[config.mk]
export PLATFORM = sky130hd
export DESIGN_NAME = disk_change_reg
export DESIGN_NICKNAME = d
export VERILOG_FILES = /design/src/rtl/chg_pkg.sv /design/src/rtl/chg_step_qual.sv /design/src/rtl/chg_latch_bank.sv /design/src/rtl/chg_read_port.sv /design/src/rtl/disk_change_reg.sv
export SDC_FILE = /design/constraint.sdc
export NUM_CORES = 1
export LEC_CHECK = 0
export BUFFER_PORTS_ARGS = -buffer_cell sky130_fd_sc_hd__buf_2
export CAP_MARGIN = 10
export CORE_AREA = 8 8 45 47
export CTS_CLUSTER_DIAMETER = 100
export CTS_CLUSTER_SIZE = 40
export DETAILED_ROUTE_END_ITERATION = 7
export DIE_AREA = 0 0 53 55
export PLACE_DENSITY = 0.84
export SYNTH_ARGS = -nofsm -noshare
export SYNTH_HDL_FRONTEND = slang
export SYNTH_SLANG_ARGS = --single-unit
[constraint.sdc]
create_clock -name clk -period 1.2 [get_ports clk]
set_input_delay 0.18 -clock clk [delete_from_list [all_inputs] [get_ports clk]]
set_output_delay 0.18 -clock clk [all_outputs]
set_load 0.05 [all_outputs]
[src/rtl/chg_pkg.sv]
package chg_pkg;

    // Bit of the change register that holds the flag
    localparam int FLAG_BIT = 7;

    // Per-drive request into the flag latch for one cycle
    typedef struct packed {
        logic set;   // insert, eject or no medium
        logic clr;   // qualified head movement
    } flag_req_t;

    // What a read returns
    typedef enum logic [0:0] {
        RSRC_ZERO   = 1'b0,
        RSRC_CHANGE = 1'b1
    } rd_src_t;

    // Place the flag into the register byte
    function automatic logic [7:0] pack_change(input logic chg);
        logic [7:0] b;
        b = 8'h00;
        b[FLAG_BIT] = chg;
        return b;
    endfunction

endpackage

[src/rtl/chg_step_qual.sv]
module chg_step_qual
    import chg_pkg::*;
#(
    parameter int NUM_DRIVES = 4,
    parameter int CYL_W      = 8,
    localparam int DRV_W     = (NUM_DRIVES > 1) ? $clog2(NUM_DRIVES) : 1
) (
    input  logic [NUM_DRIVES-1:0]  media_present,
    input  logic [NUM_DRIVES-1:0]  media_insert,
    input  logic [NUM_DRIVES-1:0]  media_eject,
    input  logic                   step_valid,
    input  logic [DRV_W-1:0]       step_drive,
    input  logic [CYL_W-1:0]       step_cur_cyl,
    input  logic [CYL_W-1:0]       step_tgt_cyl,
    output flag_req_t [NUM_DRIVES-1:0] req
);

    // A strobe is a real step only when the head changes cylinder
    logic moved;
    assign moved = step_valid && (step_cur_cyl != step_tgt_cyl);

    for (genvar d = 0; d < NUM_DRIVES; d++) begin : g_drv
        logic hit;
        assign hit       = moved && (step_drive == DRV_W'(d));
        assign req[d].set = media_insert[d] | media_eject[d] | ~media_present[d];
        assign req[d].clr = hit & media_present[d];
    end

endmodule

[src/rtl/chg_latch_bank.sv]
module chg_latch_bank
    import chg_pkg::*;
#(
    parameter int NUM_DRIVES = 4
) (
    input  logic                       clk,
    input  logic                       rst,
    input  flag_req_t [NUM_DRIVES-1:0] req,
    output logic [NUM_DRIVES-1:0]      flags
);

    for (genvar d = 0; d < NUM_DRIVES; d++) begin : g_flag
        logic flag_q;
        always_ff @(posedge clk) begin
            if (rst) begin
                flag_q <= 1'b1;
            end else if (req[d].set) begin
                flag_q <= 1'b1;        // set wins over a same-cycle clear
            end else if (req[d].clr) begin
                flag_q <= 1'b0;
            end
        end
        assign flags[d] = flag_q;
    end

endmodule

[src/rtl/chg_read_port.sv]
module chg_read_port
    import chg_pkg::*;
#(
    parameter int NUM_DRIVES = 4,
    parameter int ADDR_W     = 3,
    parameter int CHG_OFFSET = 7,
    localparam int DRV_W     = (NUM_DRIVES > 1) ? $clog2(NUM_DRIVES) : 1
) (
    input  logic                  clk,
    input  logic                  rst,
    input  logic                  rd_en,
    input  logic [ADDR_W-1:0]     rd_addr,
    input  logic [DRV_W-1:0]      rd_drive,
    input  logic [NUM_DRIVES-1:0] flags,
    output logic [7:0]            rd_data
);

    rd_src_t    src;
    logic       sel_flag;
    logic [7:0] rd_next;
    logic [7:0] rd_q;

    assign src      = (rd_addr == ADDR_W'(CHG_OFFSET)) ? RSRC_CHANGE : RSRC_ZERO;
    assign sel_flag = flags[rd_drive];

    always_comb begin
        unique case (src)
            RSRC_CHANGE: rd_next = pack_change(sel_flag);
            default:     rd_next = 8'h00;
        endcase
    end

    always_ff @(posedge clk) begin
        if (rst) begin
            rd_q <= 8'h00;
        end else if (rd_en) begin
            rd_q <= rd_next;
        end
    end

    assign rd_data = rd_q;

endmodule

[src/rtl/disk_change_reg.sv]
module disk_change_reg
    import chg_pkg::*;
#(
    parameter int NUM_DRIVES = 4,
    parameter int CYL_W      = 8,
    parameter int ADDR_W     = 3,
    parameter int CHG_OFFSET = 7,
    localparam int DRV_W     = (NUM_DRIVES > 1) ? $clog2(NUM_DRIVES) : 1
) (
    input  logic                  clk,
    input  logic                  rst,
    input  logic [NUM_DRIVES-1:0] media_present,
    input  logic [NUM_DRIVES-1:0] media_insert,
    input  logic [NUM_DRIVES-1:0] media_eject,
    input  logic                  step_valid,
    input  logic [DRV_W-1:0]      step_drive,
    input  logic [CYL_W-1:0]      step_cur_cyl,
    input  logic [CYL_W-1:0]      step_tgt_cyl,
    input  logic                  rd_en,
    input  logic [ADDR_W-1:0]     rd_addr,
    input  logic [DRV_W-1:0]      rd_drive,
    output logic [7:0]            rd_data
);

    flag_req_t [NUM_DRIVES-1:0] req;
    logic [NUM_DRIVES-1:0]      chg_flags;

    chg_step_qual #(
        .NUM_DRIVES (NUM_DRIVES),
        .CYL_W      (CYL_W)
    ) u_qual (
        .media_present (media_present),
        .media_insert  (media_insert),
        .media_eject   (media_eject),
        .step_valid    (step_valid),
        .step_drive    (step_drive),
        .step_cur_cyl  (step_cur_cyl),
        .step_tgt_cyl  (step_tgt_cyl),
        .req           (req)
    );

    chg_latch_bank #(
        .NUM_DRIVES (NUM_DRIVES)
    ) u_bank (
        .clk   (clk),
        .rst   (rst),
        .req   (req),
        .flags (chg_flags)
    );

    chg_read_port #(
        .NUM_DRIVES (NUM_DRIVES),
        .ADDR_W     (ADDR_W),
        .CHG_OFFSET (CHG_OFFSET)
    ) u_rd (
        .clk      (clk),
        .rst      (rst),
        .rd_en    (rd_en),
        .rd_addr  (rd_addr),
        .rd_drive (rd_drive),
        .flags    (chg_flags),
        .rd_data  (rd_data)
    );

endmodule

Word level (Yosys, flattened, before mapping) --
Index checks and enable logic that the tools add are counted.
Cells by class: reductions and logical operators 10, shifts and indexed selects 0, bitwise logic cells 16, multipliers 0, divide/modulo/power cells 0, equality and inequality tests 5, add/sub/neg operators 0, order comparisons 1, muxes and demuxes 4
Operators by type and width (number):
- 8-bit 2-to-1 mux | 1
- 8-bit != test | 1
- 1-bit OR | 8
- 2-bit OR reduction | 4
- 1-bit logical AND | 5
- 1-bit bitwise AND | 4
- 2-bit equality test, second input constant | 2
- 1-bit inverter | 4
- 3-bit equality test, second input constant | 1
- 2-bit by 3-bit < comparator with 1-bit output, second input constant | 1
- 1-bit binary-select mux with 2-bit select | 1
- 2-bit by 1-bit equality test with 1-bit output, second input constant | 1
- 2-bit zero test | 1
- 1-bit 2-to-1 mux | 2
Word-level totals: bits in registers 12, bits in latches 0, memory bits (writable) 0, memories 0, input bits 39, logic and storage cells 41, bits in read-only memories 0, output and inout port bits 8

Depth between registers and ports, before layout --
depth after elaboration 4, depth in mapped cells 4

By module --
From an unflattened synthesis, not the netlist that was laid out.
Second synthesis, totals: cells, all modules 60, area, all modules 451.7 um^2
By module, submodules not included:
- chg_step_qual | area an instance 166.4 um^2, cells an instance 27, instances 1
- chg_latch_bank | area an instance 160.2 um^2, cells an instance 20, instances 1
- chg_read_port | area an instance 125.1 um^2, cells an instance 13, instances 1

Worst setup path before layout --
No wires, ideal clock.
kind in2reg, from in step_tgt_cyl[3], to reg u_bank.g_flag[2].flag_q, library setup time 0.069 ns, stages 4, setup slack 0.209 ns, arrival time 0.922 ns, path through xor2_1 nor4_2 a211oi_1 o21ai_1
On the way: longest elaborated chain between the ends 4
RTL lines:
- start, declared | RTL line disk_change_reg.sv:18 | input logic [CYL_W-1:0] step_tgt_cyl,
- 8-bit != test | RTL line chg_step_qual.sv:20 | assign moved = step_valid && (step_cur_cyl != step_tgt_cyl);
- 1-bit logical AND | RTL line chg_step_qual.sv:20
- 1-bit logical AND | RTL line chg_step_qual.sv:24 | assign hit = moved && (step_drive == DRV_W'(d));
- 1-bit bitwise AND | RTL line chg_step_qual.sv:26 | assign req[d].clr = hit & media_present[d];
- end signal, assigned | RTL line chg_latch_bank.sv:16 | flag_q <= 1'b1;
- end signal, assigned | RTL line chg_latch_bank.sv:18 | flag_q <= 1'b1;
- end signal, assigned | RTL line chg_latch_bank.sv:20 | flag_q <= 1'b0;
- end, declared | RTL line chg_latch_bank.sv:13 | logic flag_q;
No other way between the ends. A chain may end at the register's enable or synchronous reset.

Worst setup path after layout --
from reg u_bank.g_flag[3].flag_q, to reg u_rd.rd_q[7], in the netlist u_rd.rd_data[7]
On the way: longest elaborated chain between the ends 3
RTL lines:
- start, declared | RTL line chg_latch_bank.sv:13
- start signal, assigned | RTL line chg_latch_bank.sv:16
- start signal, assigned | RTL line chg_latch_bank.sv:18
- start signal, assigned | RTL line chg_latch_bank.sv:20
- 1-bit binary-select mux with 2-bit select | RTL line chg_read_port.sv:24 | assign sel_flag = flags[rd_drive];
- 1-bit 2-to-1 mux (not written as such) | RTL line chg_read_port.sv:24
- 8-bit 2-to-1 mux | RTL line chg_read_port.sv:27 | unique case (src)
- end signal, assigned | RTL line chg_read_port.sv:37 | rd_q <= rd_next;
- end, declared | RTL line chg_read_port.sv:21 | logic [7:0] rd_q;
No other way between the ends. The select of a mux whose other input is x is not followed.

==> impl_metrics.ini <==
[floorplan]
core_area_um2 = 1384
die_area_um2 = 2915
ios = 47
die_w_um = 53
num_rows = 14
start_util = 0.2984
die_h_um = 55

[place]
routabilityCongestion = 0.7031
io_buffers = 39
pre_cts_slack_ps = -27.68
dp_hpwl_um = 1163

[critical_path]
cp_max_fo = 2
crit_path_cell_trace = mux4_2, nand3_1, a21oi_1
crit_family = multiplexers
slowest_delay_ps = 470
worstSetupEndpointType = register
critPathLaunchType = register
path_class = register to register
cp.buffers_inverters = 0
cp.arrival_ps = 1170
cp.required_ps = 1340
critPathSlowestCell = mux4_2

[cts]
htree_levels = 1
cts_resized = 0
cts_tree = yes
postCtsSetupRepairBufs = 0
cts_buffer_depth = 2
clock-sinks = 5
ctsRootBufferMaster = clkbuf_4
cts_buffers = 3
path_clk_slew_ps = 50
clock_latency_ps = 250
hold_buffers = 0

[synthesis]
seq_area_frac_synth = 0.2424
postSynthCellCount = 49
async_reset_ff_frac = 0
synth_cell_types = 17
ys.flop_type = dfxtp_1
syn_area_per_cell_um2 = 8.426
ys_ff_latch = 5
synth_warnings = 0
synth_area_um2 = 412.9
synth-edff-count = 0

[drt]
routed_wl_um = 1284
first_pass_iters = 4
vias_per_cell = 4.570
drtIter0Drc = 5
ant_nets = 0
drcViolationCount = 0
routedWlPerCell_um = 12.00
num_vias = 489

[global_route]
grt_pass1_wl_um = 1821
grt_pass1_vias = 499
grt-ovfl-total = 0
grt_max_degree = 6
antenna_found_initial = 0
grt_usage = 0.08484

[pwr]
irDropWorstVdd_v = 0.0003529
power.density_nw_per_um2 = 859.8
p_total_mw = 0.5368
p_leak_nw = 0.3441

[layout]
layout_commonest_cell = buf_2
diodes = 0
nNetsFinal = 131
final_util = 0.4512
layout_common_cells = buf_2 (39), xor2_1 (8), conb_1 (7)
drive_gt1_frac = 0.4945
syn_to_final_growth_pct = 51.21

[timing]
setup_ws_ps = 170.2
finalClockSkew_ps = 5.001
setup_tns_ps = 0
max_freq_mhz = 971.1
min_period_ps = 1030
rsz0062_at_grt = false
fin_crit_sh = 0.8582
final_hold_viol_count = 0
setup_viol = 0
drv_slew = 0

[status]
status = finished clean

[run]
maxCapViolCount = 0

[min_path]
min_path_type = input port to register
path summary, 6_finish.rpt:
| kind | start | to | slack [ps] | cells after the start |
|---|---|---|---|---|
| max reg2reg | u_bank.g_flag[3].flag_q | u_rd.rd_data[7] | 170 | 3 |
| min | media_insert[3] | u_bank.g_flag[3].flag_q | 140 | 3 |
| min reg2reg | u_bank.g_flag[0].flag_q | u_bank.g_flag[0].flag_q | 460 | 2 |
| max | u_bank.g_flag[3].flag_q | u_rd.rd_data[7] | 170 | 3 |
cell usage after synthesis (2+ instances only):
library cell / instances / area [um2]
nand3_1: 2 / 10.01
a21oi_1: 4 / 20.02
xor2_1: 8 / 70.07
nor4b_1: 4 / 35.03
o21ai_1: 4 / 20.02
inv_1: 4 / 15.01
dfxtp_1: 5 / 100.1
nor4_2: 2 / 25.02
nand2_1: 2 / 7.510
buf_4: 7 / 52.55
worst reg2reg max path, cell delays in order, from the launching register on:
cell	delay [ps]
dfxtp_1	310
mux4_2	470
nand3_1	90
a21oi_1	60
cell families (layout without fill, tap and decap cells):
group	count (synthesis)	in the layout	synth area share
other cells	1	7	0.009082
simple gates	14	14	0.2455
mux	1	1	0.05454
flops	5	5	0.2424
compound gates	9	9	0.1152
buf+inv	11	47	0.1636
xor+xnor	8	8	0.1697
sequential cells by signal, summed over array words and instances, names as in the netlist:
signal and count:
u_bank.g_flag.flag_q 4, u_rd.rd_data 1
final cells by class:
cell class                      count  area, um2
Sequential cell                     5      100.1
Multi-Input combinational cell     39      267.8
Tap cell                           16      20.02
Clock buffer                        4      26.28
Inverter                            4      15.01
Timing Repair Buffer               39      195.2
Fill cell                         160      759.5
stage by stage:
| step | hold slack, ps | cells | instance area, um2 |
|---|---|---|---|
| 6_report | 140.5 | 107 | 624.3 |
| 2_1_floorplan | 249.1 | 55 | 435.4 |
| 5_1_grt | 157.1 | 107 | 624.3 |
| 3_5_place_dp | 398.0 | 103 | 598.1 |
| 4_1_cts | 143.4 | 107 | 624.3 |
| 3_3_place_gp | 389.8 | 103 | 598.1 |
where the power goes:
part	total, mW	switching (mW)	leakage, nW	internal, mW
registers	0.169	0.000750	0.0405	0.168
logic	0.168	0.0991	0.289	0.0687
clock network	0.200	0.0740	0.0150	0.126
total	0.537	0.174	0.344	0.363
metal layers:
layer | GRT usage | up-vias | share of wire
met5 | 0 | - | 0
met4 | 0.06466 | 0 | 0.021
met3 | 0.04813 | 4 | 0.16
met2 | 0.1328 | 39 | 0.44
met1 | 0.08244 | 205 | 0.38
li1 | - | 241 | -
(Power assumes the default switching activity.)
